`config.mk`:
```
export PLATFORM = sky130hd
export DESIGN_NAME = dual_ovf_timer
export DESIGN_NICKNAME = d
export VERILOG_FILES = /design/src/rtl/dot_pkg.sv /design/src/rtl/dot_prescale.sv /design/src/rtl/dot_ctrl.sv /design/src/rtl/dot_counter.sv /design/src/rtl/dual_ovf_timer.sv
export SDC_FILE = /design/constraint.sdc
export NUM_CORES = 1
export LEC_CHECK = 0
export CORE_MARGIN = 2
export CORE_UTILIZATION = 29
export CTS_BUF_LIST = sky130_fd_sc_hd__clkbuf_8
export CTS_CLUSTER_SIZE = 40
export DETAILED_ROUTE_END_ITERATION = 12
export SLEW_MARGIN = 5
export SYNTH_ARGS = -nofsm -noshare
export SYNTH_HDL_FRONTEND = slang
export SYNTH_SLANG_ARGS = --single-unit
```
`constraint.sdc`:
```
create_clock -name clk -period 4.45 [get_ports clk]
set_input_delay 0.445 -clock clk [delete_from_list [all_inputs] [get_ports clk]]
set_output_delay 0.445 -clock clk [all_outputs]
set_load 0.02 [all_outputs]
```
`src/rtl/dot_pkg.sv`:
```
package dot_pkg;
  localparam int NUM_TMR  = 2;
  localparam int BYTE_W   = 8;
  localparam int IDX_W    = 8;
  localparam int SLOW_DIV = 4;

  localparam logic [IDX_W-1:0] IDX_PRESET0 = 8'h02;
  localparam logic [IDX_W-1:0] IDX_CTRL    = 8'h04;

  localparam int CLR_BIT      = 7;
  localparam int RUN_BIT0     = 0;
  localparam int FLAG_BIT_TOP = 6;

  typedef struct packed {
    logic [NUM_TMR-1:0] run;
    logic [NUM_TMR-1:0] flag_en;
  } ctrl_t;
endpackage

```
`src/rtl/dot_prescale.sv`:
```
module dot_prescale #(
  parameter int TICK_CYCLES = 4000,
  parameter int SLOW_DIV    = 4
) (
  input  logic       clk,
  input  logic       rst_n,
  output logic [1:0] step
);
  localparam int PW = (TICK_CYCLES > 1) ? $clog2(TICK_CYCLES) : 1;
  localparam int SW = (SLOW_DIV > 1) ? $clog2(SLOW_DIV) : 1;

  logic [PW-1:0] base_q, base_d;
  logic [SW-1:0] slow_q, slow_d;
  logic          base_tick;

  assign base_tick = (base_q == PW'(TICK_CYCLES - 1));

  always_comb begin
    base_d = base_tick ? '0 : base_q + 1'b1;
    slow_d = slow_q;
    if (base_tick) begin
      slow_d = (slow_q == SW'(SLOW_DIV - 1)) ? '0 : slow_q + 1'b1;
    end
  end

  always_ff @(posedge clk or negedge rst_n) begin
    if (!rst_n) begin
      base_q <= '0;
      slow_q <= '0;
    end else begin
      base_q <= base_d;
      slow_q <= slow_d;
    end
  end

  assign step[0] = base_tick;
  assign step[1] = base_tick && (slow_q == SW'(SLOW_DIV - 1));
endmodule

```
`src/rtl/dot_ctrl.sv`:
```
module dot_ctrl
  import dot_pkg::*;
(
  input  logic                            clk,
  input  logic                            rst_n,
  input  logic                            wr_en,
  input  logic [IDX_W-1:0]                wr_idx,
  input  logic [BYTE_W-1:0]               wr_data,
  output logic [NUM_TMR-1:0][BYTE_W-1:0]  preset,
  output ctrl_t                           ctrl,
  output logic [NUM_TMR-1:0]              start,
  output logic                            clr
);
  ctrl_t ctrl_d;
  logic  ctrl_wr;

  assign ctrl_wr = wr_en && (wr_idx == IDX_CTRL);
  assign clr     = ctrl_wr && wr_data[CLR_BIT];

  always_comb begin
    ctrl_d = ctrl;
    if (ctrl_wr && !wr_data[CLR_BIT]) begin
      for (int i = 0; i < NUM_TMR; i++) begin
        ctrl_d.run[i]     = wr_data[RUN_BIT0 + i];
        ctrl_d.flag_en[i] = wr_data[FLAG_BIT_TOP - i];
      end
    end
  end

  always_ff @(posedge clk or negedge rst_n) begin
    if (!rst_n) ctrl <= '0;
    else        ctrl <= ctrl_d;
  end

  assign start = ctrl_d.run & ~ctrl.run;

  for (genvar g = 0; g < NUM_TMR; g++) begin : g_preset
    logic pre_wr;
    assign pre_wr = wr_en && (wr_idx == IDX_PRESET0 + IDX_W'(g));
    always_ff @(posedge clk or negedge rst_n) begin
      if (!rst_n)      preset[g] <= '0;
      else if (pre_wr) preset[g] <= wr_data;
    end
  end
endmodule

```
`src/rtl/dot_counter.sv`:
```
module dot_counter #(
  parameter int W = 8
) (
  input  logic         clk,
  input  logic         rst_n,
  input  logic         start,
  input  logic         run,
  input  logic         step,
  input  logic [W-1:0] preset,
  output logic         ovf
);
  logic [W-1:0] cnt_q, cnt_d;
  logic         cnt_en;

  assign cnt_en = start || (run && step);

  always_comb begin
    cnt_d = cnt_q;
    ovf   = 1'b0;
    if (start) begin
      cnt_d = preset;
    end else if (run && step) begin
      if (cnt_q == '1) begin
        cnt_d = preset;
        ovf   = 1'b1;
      end else begin
        cnt_d = cnt_q + 1'b1;
      end
    end
  end

  always_ff @(posedge clk or negedge rst_n) begin
    if (!rst_n)      cnt_q <= '0;
    else if (cnt_en) cnt_q <= cnt_d;
  end
endmodule

```
`src/rtl/dual_ovf_timer.sv`:
```
module dual_ovf_timer
  import dot_pkg::*;
#(
  parameter int TICK_CYCLES = 4000
) (
  input  logic              clk,
  input  logic              rst_n,
  input  logic              wr_en,
  input  logic [IDX_W-1:0]  wr_idx,
  input  logic [BYTE_W-1:0] wr_data,
  output logic [BYTE_W-1:0] rd_stat
);
  logic [1:0]                      rst_ff;
  logic                            rst_sync_n;
  logic [1:0]                      step;
  logic [NUM_TMR-1:0][BYTE_W-1:0]  preset;
  ctrl_t                           ctrl;
  logic [NUM_TMR-1:0]              start;
  logic                            clr;
  logic [NUM_TMR-1:0]              ovf;
  logic [NUM_TMR-1:0]              flag_q, flag_d;

  always_ff @(posedge clk or negedge rst_n) begin
    if (!rst_n) rst_ff <= '0;
    else        rst_ff <= {rst_ff[0], 1'b1};
  end
  assign rst_sync_n = rst_ff[1];

  dot_prescale #(.TICK_CYCLES(TICK_CYCLES), .SLOW_DIV(SLOW_DIV)) u_pre (
    .clk  (clk),
    .rst_n(rst_sync_n),
    .step (step)
  );

  dot_ctrl u_ctrl (
    .clk    (clk),
    .rst_n  (rst_sync_n),
    .wr_en  (wr_en),
    .wr_idx (wr_idx),
    .wr_data(wr_data),
    .preset (preset),
    .ctrl   (ctrl),
    .start  (start),
    .clr    (clr)
  );

  for (genvar g = 0; g < NUM_TMR; g++) begin : g_tmr
    dot_counter #(.W(BYTE_W)) u_cnt (
      .clk   (clk),
      .rst_n (rst_sync_n),
      .start (start[g]),
      .run   (ctrl.run[g]),
      .step  (step[g]),
      .preset(preset[g]),
      .ovf   (ovf[g])
    );

    always_comb begin
      flag_d[g] = flag_q[g];
      if (clr)                          flag_d[g] = 1'b0;
      if (ovf[g] && ctrl.flag_en[g])    flag_d[g] = 1'b1;
    end

    always_ff @(posedge clk or negedge rst_sync_n) begin
      if (!rst_sync_n) flag_q[g] <= 1'b0;
      else             flag_q[g] <= flag_d[g];
    end
  end

  assign rd_stat = {|flag_q, flag_q[0], flag_q[1], 5'b0};
endmodule

```
### After elaboration in Yosys (flattened, before gate mapping)

Cells that the tools add are included.

| storage, ports and cells | value |
|---|---|
| register bits | 54 |
| latch bits | 0 |
| memory bits (writable) | 0 |
| bits in read-only memories | 0 |
| input bits | 19 |
| output and inout port bits | 8 |
| logic and storage cells | 62 |
| memories | 0 |

| cells by class | value |
|---|---|
| add/sub/neg operators | 4 |
| multipliers | 0 |
| divide/modulo/power cells | 0 |
| order comparisons | 0 |
| eq/ne operators | 7 |
| shift operators | 0 |
| multiplexer cells | 18 |
| bitwise gates (word level) | 2 |
| reduce and logical (&&, ||, !) cells | 20 |

Operators with widths:

| operator | count |
|---|---|
| $mux 8 | 6 |
| $add 8x1->8 const B | 2 |
| $eq 8x2->1 const B | 2 |
| $eq 8x8->1 const B | 2 |
| $add 12x1->12 const B | 1 |
| $eq 12x12->1 const B | 1 |
| $mux 12 | 1 |
| $logic_and 1x1->1 | 10 |
| $mux 1 | 9 |
| $eq 8x3->1 const B | 1 |
| $reduce_bool 2->1 | 4 |
| $mux 4 | 1 |
| $reduce_and 2->1 | 2 |
| $add 2x1->2 const B | 1 |
| $and 2x2->2 | 1 |
| $eq 2x2->1 const B | 1 |
| $logic_or 1x1->1 | 2 |
| $mux 2 | 1 |
| $not 2->2 | 1 |
| $reduce_or 2->1 | 1 |
| $logic_not 1->1 | 1 |

### Longest topological paths before layout

| depth | value |
|---|---|
| word-level depth | 8 |
| depth in mapped cells | 7 |
| depth with buffers taken out | 6 |

### Cells and area by module

A second synthesis with hierarchy kept.

| second synthesis, totals | value |
|---|---|
| cells, all modules | 263 |
| area, all modules | 2934.1 sq um |

By module, submodules not included:

| module | instances | cells each | area each (sq um) | sequential area each (sq um) |
|---|---|---|---|---|
| dot_counter | 2 | 62 | 576.8 | 200.2 |
| dot_ctrl | 1 | 54 | 885.8 | 500.5 |
| dot_prescale | 1 | 67 | 716.9 | 350.3 |
| dual_ovf_timer | 1 | 18 | 177.7 | 100.1 |

### Worst setup path before layout

Ideal clock, no wire load.

| path | value |
|---|---|
| path kind | input to register |
| start | in wr_idx[3] |
| end | reg u_ctrl.preset[1] (netlist bit) |
| library setup time | 127 ps |
| data arrival time | 1826 ps |
| data required time | 4323 ps |
| path slack | 2497 ps |
| stages on the path | 4 |
| buffers on the path | 0 |
| path through | nor4_2 > nand3_1 > nor3b_2 > mux2_1 |

| between the ends | value |
|---|---|
| word-level cells in the longest chain between the ends | 2 |

Ends and longest elaborated chain:

| element | RTL line | text |
|---|---|---|
| start: declaration | dual_ovf_timer.sv:9 | `input logic [IDX_W-1:0] wr_idx,` |
| $eq 8x2->1 | dot_ctrl.sv:39 | `assign pre_wr = wr_en && (wr_idx == IDX_PRESET0 + IDX_W'(g));` |
| $logic_and 1x1->1 | dot_ctrl.sv:39 |  |
| end signal: indexed assignment | dot_ctrl.sv:42 | `else if (pre_wr) preset[g] <= wr_data;` |
| end: declaration | dot_ctrl.sv:9 | `output logic [NUM_TMR-1:0][BYTE_W-1:0] preset,` |

No other way between the ends.
A chain may end at the register's enable or synchronous reset.

### Worst setup path in the final report

| path | value |
|---|---|
| start | reg u_pre.base_q[0] |
| end | reg g_tmr[1].u_cnt.cnt_q[5] |

| between the ends | value |
|---|---|
| word-level cells in the longest chain between the ends | 5 |
| elaborated cells between the ends (all ways) | 6 |
| those cells by class | eq/ne (1); reduce/logical (5) |

Ends and longest elaborated chain:

| element | RTL line | text |
|---|---|---|
| start: declaration | dot_prescale.sv:12 | `logic [PW-1:0] base_q, base_d;` |
| start signal: assignment | dot_prescale.sv:31 | `base_q <= base_d;` |
| $eq 12x12->1 * | dot_prescale.sv:16 | `assign base_tick = (base_q == PW'(TICK_CYCLES - 1));` |
| $logic_and 1x1->1 * | dot_prescale.sv:37 | `assign step[1] = base_tick && (slow_q == SW'(SLOW_DIV - 1));` |
| $logic_and 1x1->1 * | dot_counter.sv:15, dot_counter.sv:22 |  |
| $reduce_bool 2->1 (no source line) / $logic_or 1x1->1 (equally long branches) | - |  |
| $reduce_and 2->1 (no source line) * | - |  |
| end signal: assignment | dot_counter.sv:34 | `else if (cnt_en) cnt_q <= cnt_d;` |
| end: declaration | dot_counter.sv:12 | `logic [W-1:0] cnt_q, cnt_d;` |

Every way passes the cells marked *; elsewhere a longest branch is shown, timed or not.

==> flow_summary_export.csv <==
group,metric,value,unit
worst_setup_path,crit_path_max_fanout,7,
floorplan,pin_count,27,
cells_and_area,fillerInstances,944,
synthesis,ys.warnings.count,0,
worst_setup_path,cp_slowest_stage_delay,750,ps
synthesis,synth-edff-count,0,
floorplan,placementRows,35,
global_route,grt_pass1_vias,2049,
clock_network,ctsResizeCount,0,
placement,place.gp.congestion,0.846,
synthesis,synth_area_leader_cell,"dfrtp_1",
clock_network,htreeDepth,2,
detailed_routing,via_count,2121,
detailed_routing,avgRoutedWirePerCell,15.1,um
cells_and_area,final_nets,319,
worst_setup_path,path_buf_inv,0,
sta,relSlewSlack,49.5,%
worst_setup_path,path_class,"flop to flop",
global_route,grtUsageTotal,12.7,%
sta,maxSlewViolCount,0,
pwr,p_leak,0.00133,uW
clock_network,hold_buffers,0,
floorplan,die_area,10300,um2
worst_setup_path,end_kind,"flop",
clock_network,cts_max_path_buffers,2,
clock_network,cts_buffers,5,
sta,hold_viol,0,
cells_and_area,final_cell_mix,"53 x dfrtp_1, 45 x nand2_1, 21 x clkdlybuf4s50_1",
synthesis,synth_top_area_share,49.3,%
worst_setup_path,path_delay_family,"simple AND/OR/NAND/NOR gates",
clock_network,insertion_delay,300,ps
detailed_routing,viasPerCell,5.20,
cells_and_area,post_route_cells_drive_above_1_share,8.42,%
clock_network,clock-sinks,54,
worst_setup_path,cp.required,4640,ps
clock_network,cts_tree,"done",
cells_and_area,stdcell_count,408,
synthesis,syn_avg_cell_area,10.2,um2
sta,setup_tns,0,ps
global_route,grt.overflow.total,0,
synthesis,synth_top_cells_by_area,"dfrtp_1 49%, nand2_1 6.2%, mux2_1 4.9%",
detailed_routing,dr.first_iter.drc_count,124,
synthesis,ys_seq_area_share,49.3,%
sta,clock.fmax,0.436,GHz
pwr,power.density,269,nW/um2
detailed_routing,totalWireLength,6150,um
sta,tightest_slew,752,ps
floorplan,coreArea,9200,um2
global_route,grt_pass1_wl,10100,um
job,drv_cap,0,
worst_setup_path,critPathLaunchType,"flop",
detailed_routing,dr.pass1.iters,4,
synthesis,synthFlopType,"dfrtp_1",
synthesis,synth_cell_types,54,
sta,worst_slack,2150,ps
worst_setup_path,path_cells,"ha_1, nand4_1, or4_1, o22ai_2, nor2b_1, a21oi_1",
floorplan,die_h,101,um
sta,setup-violations-final,0,
status,status,"completed",
synthesis,ys_ff_latch,54,
cells_and_area,syn2layout_area_growth,15.2,%
sta,fin_skew,6.91,ps
worst_hold_path,hp-class,"input port to async pin",
clock_network,postCtsSetupBuffers,0,
sta,rsz0062_at_grt,"false",
cells_and_area,diodes,0,
sta,fin_crit_sh,51.6,%
sta,fin_crit,2300,ps
synthesis,syn_area,2740,um2
placement,portBuffers,21,
synthesis,async_reset_ff_share,100,%
placement,pre_cts_slack,1810,ps
placement,dpl.cell_count,400,
clock_network,clk_pin_slew,90,ps
floorplan,start_util,29.8,%
clock_network,root_buffer,"clkbuf_8",
sta,hold_ws,299,ps
synthesis,syn_inst,270,
detailed_routing,ant_nets,0,
detailed_routing,drc,0,
global_route,grt_start_max_net_pins,53,
cells_and_area,final_common_cell,"dfrtp_1",
global_route,grt_antenna_before_repair,0,
worst_setup_path,crit_arrival,2490,ps
placement,hpwlAfterDp,4630,um
floorplan,die_w,101,um
worst_setup_path,slowest_stage,"or4_1",
pwr,peakVddDrop,0.132,mV
final cells by class:
type | instances | area, um2 | area share [%]
Sequential cell | 54 | 1350 | 42.8
Inverter | 4 | 15.0 | 0.475
Tap cell | 111 | 139 | 4.39
Multi-Input combinational cell | 209 | 1350 | 42.6
Timing Repair Buffer | 22 | 218 | 6.89
Clock buffer | 6 | 82.6 | 2.61
Clock inverter | 2 | 8.76 | 0.277
state kept, by name, indices dropped and copies added, names as in the netlist:
register,flops
u_pre.slow_q,2
u_ctrl.ctrl,4
rst_ff,2
u_ctrl.preset,16
g_tmr.u_cnt.cnt_q,16
rd_stat,2
u_pre.base_q,12
final timing paths:
kind / startpoint / to / cells past startpoint / slack [ps]
worst max-delay path: u_pre.base_q[0]$_DFF_PN0_ / g_tmr[1].u_cnt.cnt_q[5]$_DFFE_PN0P_ / 6 / 2150
worst max register to register: u_pre.base_q[0]$_DFF_PN0_ / g_tmr[1].u_cnt.cnt_q[5]$_DFFE_PN0P_ / 6 / 2150
max in group asynchronous: rst_ff[1]$_DFF_PN0_ / g_tmr[1].u_cnt.cnt_q[4]$_DFFE_PN0P_ / 1 / 3630
min in group clk: rst_ff[0]$_DFF_PN0_ / rst_ff[1]$_DFF_PN0_ / 0 / 360
worst min register to register: rst_ff[0]$_DFF_PN0_ / rst_ff[1]$_DFF_PN0_ / 0 / 360
worst min-delay path: rst_n / rst_ff[1]$_DFF_PN0_ / 1 / 300
worst reg2reg max path, stage by stage (launching register included):
cell	delay (ps)
dfrtp_1	420
ha_1	240
nand4_1	230
or4_1	750
o22ai_2	290
nor2b_1	200
a21oi_1	50
cell usage after synthesis (5+ instances only):
master	n
a21oi_1	8
and2_1	5
and3_1	5
buf_4	5
dfrtp_1	54
mux2_1	12
mux2_2	7
nand2_1	45
nand3_1	19
nand4_1	6
nor2_1	10
nor3_1	8
o21ai_0	10
o21ai_1	6
layer usage:
layer / GRT usage (%) / wire length (um) / part of all wire (%) / up-vias
met2: 19.2 / 2790 / 45 / 49
met5: 0 / 0 / 0 / -
met4: 4.05 / 71 / 1.2 / 0
met1: 18.2 / 2990 / 49 / 1039
met3: 2.62 / 301 / 4.9 / 4
li1: - / - / - / 1029
kinds of logic (layout without fill, tap and decap cells):
| family | after synthesis | in the layout | synth area share [%] |
|---|---|---|---|
| adder cells (fa/ha/maj) | 4 | 4 | 1.82 |
| flip-flops | 54 | 54 | 49.3 |
| multiplexers | 21 | 21 | 8.53 |
| AND/OR/NAND/NOR | 125 | 125 | 24.8 |
| other | 2 | 6 | 0.274 |
| buffers and inverters | 11 | 34 | 2.24 |
| XOR/XNOR | 8 | 8 | 2.55 |
| AO/OA/AOI/OAI | 45 | 45 | 10.5 |
stage by stage:
step,cell area [um2],total power (uW),util [%]
3_5_place_dp,3070,580,33.4
6_report,3160,849,34.4
5_1_grt,3160,891,34.4
4_1_cts,3160,864,34.4
3_3_place_gp,3070,579,33.4
2_1_floorplan,2760,551,-
power breakdown:
part	leakage (uW)	total [uW]	switching [uW]	internal [uW]
Clock	0.0000524	279	156	124
Sequential	0.000686	511	8.61	503
Combinational	0.000595	58.6	30.9	27.7
Total	0.00133	849	195	654
Power figures use the tool's default switching activity.
